--- config.mk ---
export PLATFORM = sky130hd
export DESIGN_NAME = br_resolve
export DESIGN_NICKNAME = d
export VERILOG_FILES = /design/src/rtl/br_pkg.sv /design/src/rtl/br_target.sv /design/src/rtl/br_cond.sv /design/src/rtl/br_resolve.sv
export SDC_FILE = /design/constraint.sdc
export NUM_CORES = 1
export LEC_CHECK = 0
export BUFFER_PORTS_ARGS = -buffer_cell sky130_fd_sc_hd__buf_2
export CAP_MARGIN = 30
export CORE_ASPECT_RATIO = 0.75
export CORE_MARGIN = 5
export CORE_UTILIZATION = 26
export DETAILED_ROUTE_END_ITERATION = 10
export GPL_ROUTABILITY_DRIVEN = 0
export SYNTH_ARGS = -nofsm -noshare
export SYNTH_HDL_FRONTEND = slang
export SYNTH_SLANG_ARGS = --single-unit
--- constraint.sdc ---
create_clock -name clk -period 2.4 [get_ports clk]
set_input_delay 0.24 -clock clk [delete_from_list [all_inputs] [get_ports clk]]
set_output_delay 0.24 -clock clk [all_outputs]
set_load 0.005 [all_outputs]
--- src/rtl/br_pkg.sv ---
package br_pkg;

    localparam int ADDR_W  = 16;
    localparam int DATA_W  = 8;
    localparam int HI_BITS = 3;
    localparam int PAGE_W  = HI_BITS + DATA_W;
    localparam int KIND_W  = 4;

    typedef enum logic [KIND_W-1:0] {
        K_NONE  = 4'd0,
        K_PAGE  = 4'd1,
        K_LONG  = 4'd2,
        K_SHORT = 4'd3,
        K_IND   = 4'd4,
        K_ACCZ  = 4'd5,
        K_ACCNZ = 4'd6,
        K_CYS   = 4'd7,
        K_CYC   = 4'd8,
        K_BITS  = 4'd9,
        K_BITC  = 4'd10,
        K_BITCLR= 4'd11,
        K_CMPNE = 4'd12,
        K_DECNZ = 4'd13
    } br_kind_e;

    typedef struct packed {
        logic              taken;
        logic              cy;
        logic              cy_we;
        logic [DATA_W-1:0] cnt;
        logic              cnt_we;
        logic              bit_clr;
    } br_cond_t;

    function automatic logic [ADDR_W-1:0] sext_off(input logic [DATA_W-1:0] off);
        return {{(ADDR_W-DATA_W){off[DATA_W-1]}}, off};
    endfunction

    function automatic logic [ADDR_W-1:0] page_join(input logic [ADDR_W-1:0] base,
                                                    input logic [HI_BITS-1:0] hi,
                                                    input logic [DATA_W-1:0] lo);
        return {base[ADDR_W-1:PAGE_W], hi, lo};
    endfunction

    function automatic logic uses_rel(input br_kind_e k);
        return (k == K_SHORT) || ((k >= K_ACCZ) && (k <= K_DECNZ));
    endfunction

endpackage

--- src/rtl/br_target.sv ---
module br_target
    import br_pkg::*;
(
    input  br_kind_e          kind,
    input  logic [ADDR_W-1:0] next_pc,
    input  logic [DATA_W-1:0] op_byte,
    input  logic [DATA_W-1:0] adr_hi,
    input  logic [DATA_W-1:0] adr_lo,
    input  logic [DATA_W-1:0] off,
    input  logic [DATA_W-1:0] acc,
    input  logic [ADDR_W-1:0] dptr,
    output logic [ADDR_W-1:0] dest
);
    logic [ADDR_W-1:0] t_page, t_long, t_rel, t_ind;

    assign t_page = page_join(next_pc, op_byte[DATA_W-1 -: HI_BITS], adr_lo);
    assign t_long = {adr_hi, adr_lo};
    assign t_rel  = next_pc + sext_off(off);
    assign t_ind  = dptr + {{(ADDR_W-DATA_W){1'b0}}, acc};

    always_comb begin
        if (uses_rel(kind))      dest = t_rel;
        else if (kind == K_PAGE) dest = t_page;
        else if (kind == K_LONG) dest = t_long;
        else if (kind == K_IND)  dest = t_ind;
        else                     dest = next_pc;
    end
endmodule

--- src/rtl/br_cond.sv ---
module br_cond
    import br_pkg::*;
(
    input  br_kind_e          kind,
    input  logic [DATA_W-1:0] acc,
    input  logic              cy,
    input  logic              tbit,
    input  logic [DATA_W-1:0] cmp_a,
    input  logic [DATA_W-1:0] cmp_b,
    input  logic [DATA_W-1:0] cnt,
    output br_cond_t          res
);
    logic [DATA_W-1:0] dec;
    logic              acc_zero;

    assign dec      = cnt - 1'b1;
    assign acc_zero = (acc == '0);

    always_comb begin
        res         = '0;
        res.cy      = cy;
        res.cnt     = dec;
        unique case (kind)
            K_PAGE, K_LONG, K_SHORT, K_IND: res.taken = 1'b1;
            K_ACCZ:   res.taken = acc_zero;
            K_ACCNZ:  res.taken = !acc_zero;
            K_CYS:    res.taken = cy;
            K_CYC:    res.taken = !cy;
            K_BITS:   res.taken = tbit;
            K_BITC:   res.taken = !tbit;
            K_BITCLR: begin
                res.taken   = tbit;
                res.bit_clr = tbit;
            end
            K_CMPNE: begin
                res.taken = (cmp_a != cmp_b);
                res.cy_we = 1'b1;
                res.cy    = (cmp_a < cmp_b);
            end
            K_DECNZ: begin
                res.cnt_we = 1'b1;
                res.taken  = (dec != '0);
            end
            default: res.taken = 1'b0;
        endcase
    end
endmodule

--- src/rtl/br_resolve.sv ---
module br_resolve
    import br_pkg::*;
(
    input  logic              clk,
    input  logic              rst,
    input  logic [KIND_W-1:0] kind_i,
    input  logic [ADDR_W-1:0] next_pc_i,
    input  logic [DATA_W-1:0] op_byte_i,
    input  logic [DATA_W-1:0] adr_hi_i,
    input  logic [DATA_W-1:0] adr_lo_i,
    input  logic [DATA_W-1:0] off_i,
    input  logic [DATA_W-1:0] acc_i,
    input  logic [ADDR_W-1:0] dptr_i,
    input  logic              cy_i,
    input  logic              bit_i,
    input  logic [DATA_W-1:0] cmp_a_i,
    input  logic [DATA_W-1:0] cmp_b_i,
    input  logic [DATA_W-1:0] cnt_i,
    output logic              taken_o,
    output logic [ADDR_W-1:0] pc_o,
    output logic              cy_o,
    output logic              cy_we_o,
    output logic [DATA_W-1:0] cnt_o,
    output logic              cnt_we_o,
    output logic              bit_clr_o
);
    br_kind_e          kind;
    logic [ADDR_W-1:0] dest;
    br_cond_t          cres;
    br_cond_t          cres_q;
    logic [ADDR_W-1:0] pc_q;
    logic              live_q;

    assign kind = br_kind_e'(kind_i);

    br_target u_target (
        .kind    (kind),
        .next_pc (next_pc_i),
        .op_byte (op_byte_i),
        .adr_hi  (adr_hi_i),
        .adr_lo  (adr_lo_i),
        .off     (off_i),
        .acc     (acc_i),
        .dptr    (dptr_i),
        .dest    (dest)
    );

    br_cond u_cond (
        .kind  (kind),
        .acc   (acc_i),
        .cy    (cy_i),
        .tbit  (bit_i),
        .cmp_a (cmp_a_i),
        .cmp_b (cmp_b_i),
        .cnt   (cnt_i),
        .res   (cres)
    );

    always_ff @(posedge clk) begin
        if (rst) begin
            cres_q <= '0;
            pc_q   <= '0;
            live_q <= 1'b0;
        end else begin
            cres_q <= cres;
            pc_q   <= cres.taken ? dest : next_pc_i;
            live_q <= 1'b1;
        end
    end

    assign taken_o   = cres_q.taken;
    assign pc_o      = pc_q;
    assign cy_o      = cres_q.cy;
    assign cy_we_o   = cres_q.cy_we;
    assign cnt_o     = cres_q.cnt;
    assign cnt_we_o  = cres_q.cnt_we;
    assign bit_clr_o = cres_q.bit_clr;

    // an untaken result falls through to the next instruction
    assert_fallthrough_R12: assert property (@(posedge clk) disable iff (rst)
        (live_q && !taken_o) |-> (pc_o == $past(next_pc_i)));

    // a page jump never leaves the 2 KB page of the next instruction
    assert_page_kept_R3: assert property (@(posedge clk) disable iff (rst)
        (live_q && $past(kind_i) == K_PAGE) |-> (pc_o[ADDR_W-1:PAGE_W] == $past(next_pc_i[ADDR_W-1:PAGE_W])));

    // a bit-clear request only accompanies a taken branch
    assert_clr_taken_R9: assert property (@(posedge clk) disable iff (rst)
        bit_clr_o |-> taken_o);

    // carry update after compare follows unsigned ordering of the operands
    assert_cmp_carry_R10: assert property (@(posedge clk) disable iff (rst)
        (live_q && cy_we_o) |-> (cy_o == ($past(cmp_a_i) < $past(cmp_b_i))));

    // a count-down result is taken exactly when the written counter is non-zero
    assert_dec_taken_R11: assert property (@(posedge clk) disable iff (rst)
        cnt_we_o |-> (taken_o == (cnt_o != '0)));

    // at most one side-effect request per result
    assert_one_effect_R11: assert property (@(posedge clk) disable iff (rst)
        $onehot0({cy_we_o, cnt_we_o, bit_clr_o}));

    // reset clears the registered result
    assert_reset_clear_R1: assert property (@(posedge clk)
        rst |=> (!taken_o && pc_o == '0 && !cy_we_o && !cnt_we_o && !bit_clr_o));
endmodule

==> results.md <==
| Metric | Value | Unit |
|---|---|---|
| Number of different library cells in the post-synthesis netlist | 69 | - |
| Final Max Slew Viols | 0 | - |
| Via count | 3942 | - |
| Total routing usage reported by global routing | 0.156 | - |
| Slew at the pin closest to its max-slew limit | 0.636 | ns |
| Residual antenna-violating net count after detailed routing | 0 | - |
| Cell type of the slowest stage on the worst timing path | mux2_2 | - |
| Drt pass-1 iters | 5 | - |
| Final WL | 12300 | µm |
| Power per cell area | 459 | nW/µm² |
| DRC marker count from the first detailed-route iteration | 335 | - |
| Met2 GRT Util | 0.249 | - |
| Smallest setup slack after layout | 0.0746 | ns |
| Detailed-placement wirelength estimate | 10300 | µm |
| Start-to-end type of the worst setup path | in2reg | - |
| Final Critical Period | 2.33 | ns |
| Met1 Usage GRT | 0.222 | - |
| TritonCTS clock tree | yes | - |
| Highest attainable clock frequency | 430 | MHz |
| Total number of placement rows | 35 | - |
| Nature of the critical path startpoint | input port | - |
| Syn Std Cell Area | 3270 | µm² |
| Count of buffers inserted at the top-level ports | 127 | - |
| Top cells by area in the synthesized netlist | dfxtp_1 18%, ha_1 13%, nor2_1 5.6% | - |
| Total placed cells including tap cells | 772 | - |
| Area occupied by multi-input gates | 2590 | µm² |
| Y dimension of the die | 107 | µm |
| Warnings, synthesis | 0 | - |
| Data required time of the worst path | 2.57 | ns |
| Vias per inst | 5.05 | - |
| Number of buffers created by CTS | 5 | - |
| Family of cells with the greatest summed delay on the critical path | compound AO/OA/AOI/OAI gates | - |
| Clk buf depth | 2 | - |
| Final-report setup violation count | 0 | - |
| Worst-case headroom to the max-slew limit | 0.576 | - |
| Root buf cell | clkbuf_16 | - |
| Clock tree sinks | 29 | - |
| IO Pins | 133 | - |
| Pin count of the biggest net entering global routing | 32 | - |
| Final Power | 2.18 | mW |
| Filler cells | 1280 | - |
| Final hold vios | 0 | - |
| Die Wd | 140 | µm |
| VDD IR-drop max | 0.203 | mV |
| Critical Path AT | 2.50 | ns |
| Yosys reg bits | 29 | - |
| Async set-reset flop share out of synthesis | 0 | - |
| Sum of negative setup slack | 0 | ns |
| Capturing element type of the critical path | flop | - |
| Critical-path maximum fanout | 2 | - |
| Met3 Use GR | 0.0241 | - |
| Total overflow reported by the global router | 0 | - |
| Unrepaired setup endpoints after global routing | true | - |
| Synthesized area per cell | 7.51 | µm² |
| Final-layout worst hold slack | 0.229 | ns |
| Diode insertion count for antenna repair | 0 | - |
| GRT Max-Usage Layer | met2 | - |
| Clock transition at the registers of the reported paths | 0.05 | ns |
| Count of buffering cells on the critical path with inverters included | 2 | - |
| Antenna violations before repair | 0 | - |
| P&R area growth vs syn | 44.7 | % |
| Mapped Nets | 575 | - |
| Wire length of the first global-routing pass | 19000 | µm |
| Number of standard cells after synthesis | 436 | - |
| Total core area | 12300 | µm² |
| Static Leakage | 2.23 | nW |
| Starting Density | 0.266 | - |
| Most frequent standard cell in the layout excluding fill and tap cells | buf_2 | - |
| Post-synth top area share | 0.177 | - |
| Most common flop cell mapped by yosys | dfxtp_1 | - |
| Share of the yosys chip area belonging to registers | 0.177 | - |
| EDFF count, synth | 0 | - |
| Commonest non-fill, non-tap cells in the layout | 127 x buf_2, 61 x buf_4, 49 x nor2_1, 34 x nand2_1, 32 x ha_1 | - |
| Final instance count without filler cells | 780 | - |
| # Max-Cap Violations | 0 | - |
| Total number of nets in the final design | 752 | - |
| Number of global-route vias before repair | 3763 | - |
| Area of the die | 15000 | µm² |
| Cell type with the highest aggregate area in the netlist | dfxtp_1 | - |
| Type of the tightest min-delay check | in2reg | - |
| H-tree Lvls | 2 | - |
| Post-placement setup slack | -0.329 | ns |
| Biggest cell delay along the critical path | 0.40 | ns |
| Routed wire length per instance | 15.7 | µm |
| Post-detailed-route DRC marker count | 0 | - |
| Post-route fraction of the period consumed by the critical path | 0.969 | - |
| Status | finished, final reports clean | - |
| Share of cells above drive strength 1 | 0.360 | - |
| Reg area | 581 | µm² |
| Worst path cell trace | buf_2, ha_4, inv_2, fa_2, nor2b_4, o21ai_2, a31oi_2, o31ai_2, a2111oi_2, mux2_2, a2111oi_4 | - |
[report_power, final]
part | switching, mW | internal (mW) | total (mW) | leakage (nW)
combinational | 0.467 | 0.419 | 0.886 | 1.91
sequential | 0.0123 | 0.529 | 0.541 | 0.241
clock | 0.231 | 0.518 | 0.749 | 0.0841
[logic make-up (layout without fill, tap and decap cells)]
logic type | Yosys count | in the layout | share of synthesized area
and+or+nand+nor | 169 | 169 | 0.266
AOI/OAI and AO/OA | 134 | 134 | 0.280
buffers and inverters | 40 | 218 | 0.0577
adders and majority gates | 35 | 35 | 0.138
DFF | 29 | 29 | 0.177
xor gates and xnor gates | 23 | 23 | 0.0615
muxes | 6 | 6 | 0.0191
[metal layers]
layer,vias to the layer above,wire length (µm)
li1,1995,-
met1,1797,5860
met2,132,5470
met3,18,786
met4,0,140
met5,-,0
[cell type report]
| cell class | instances | share of cell area |
|---|---|---|
| Sequential cell | 29 | 0.122 |
| Multi-Input combinational cell | 367 | 0.546 |
| Clock inverter | 1 | 0.00634 |
| Clock buffer | 7 | 0.0301 |
| Tap cell | 166 | 0.0438 |
| Timing Repair Buffer | 189 | 0.235 |
| Inverter | 21 | 0.0166 |
[repair_timing]
action | 4_1_cts | 5_1_grt
setup endpoints to repair | 4 | 8
pin swaps | 1 | 5
resized for setup | 1 | 11
setup buffers | 0 | 0
endpoints found under the hold margin | 0 | 0
hold buffers | 0 | 0
[worst paths after layout]
path,from,cells after the start,endpoint
max,next_pc_i[0],11,pc_o[14]$_SDFF_PP0_
min,cy_i,3,cy_o$_SDFF_PP0_
[stage by stage]
stage | cell area [µm²] | utilization
final | 4740 | 0.385
after global routing | 4740 | 0.385
after CTS | 4680 | 0.380
after detailed placement | 4500 | 0.366
after global placement | 4500 | 0.366
after floorplan | 3290 | -
[state kept, by name, indices dropped and copies added, names as in the netlist]
name       cells
cnt_o          8
bit_clr_o      1
cy_o           1
cnt_we_o       1
taken_o        1
cy_we_o        1
pc_o          16
[synthesized netlist by cell type (7+ instances only)]
| cell | instances |
|---|---|
| o21ai_0 | 28 |
| nor3_1 | 15 |
| a311oi_1 | 9 |
| xnor2_1 | 13 |
| nor2b_1 | 8 |
| nand2_1 | 34 |
| nor4_1 | 8 |
| clkbuf_1 | 9 |
| a21oi_1 | 23 |
| xor2_1 | 10 |
| a211oi_1 | 7 |
| dfxtp_1 | 29 |
| nor2_1 | 49 |
| o211ai_1 | 16 |
| inv_1 | 20 |
| nand3_1 | 13 |
| ha_1 | 33 |
No activity file was read; power rests on OpenSTA's default activity.
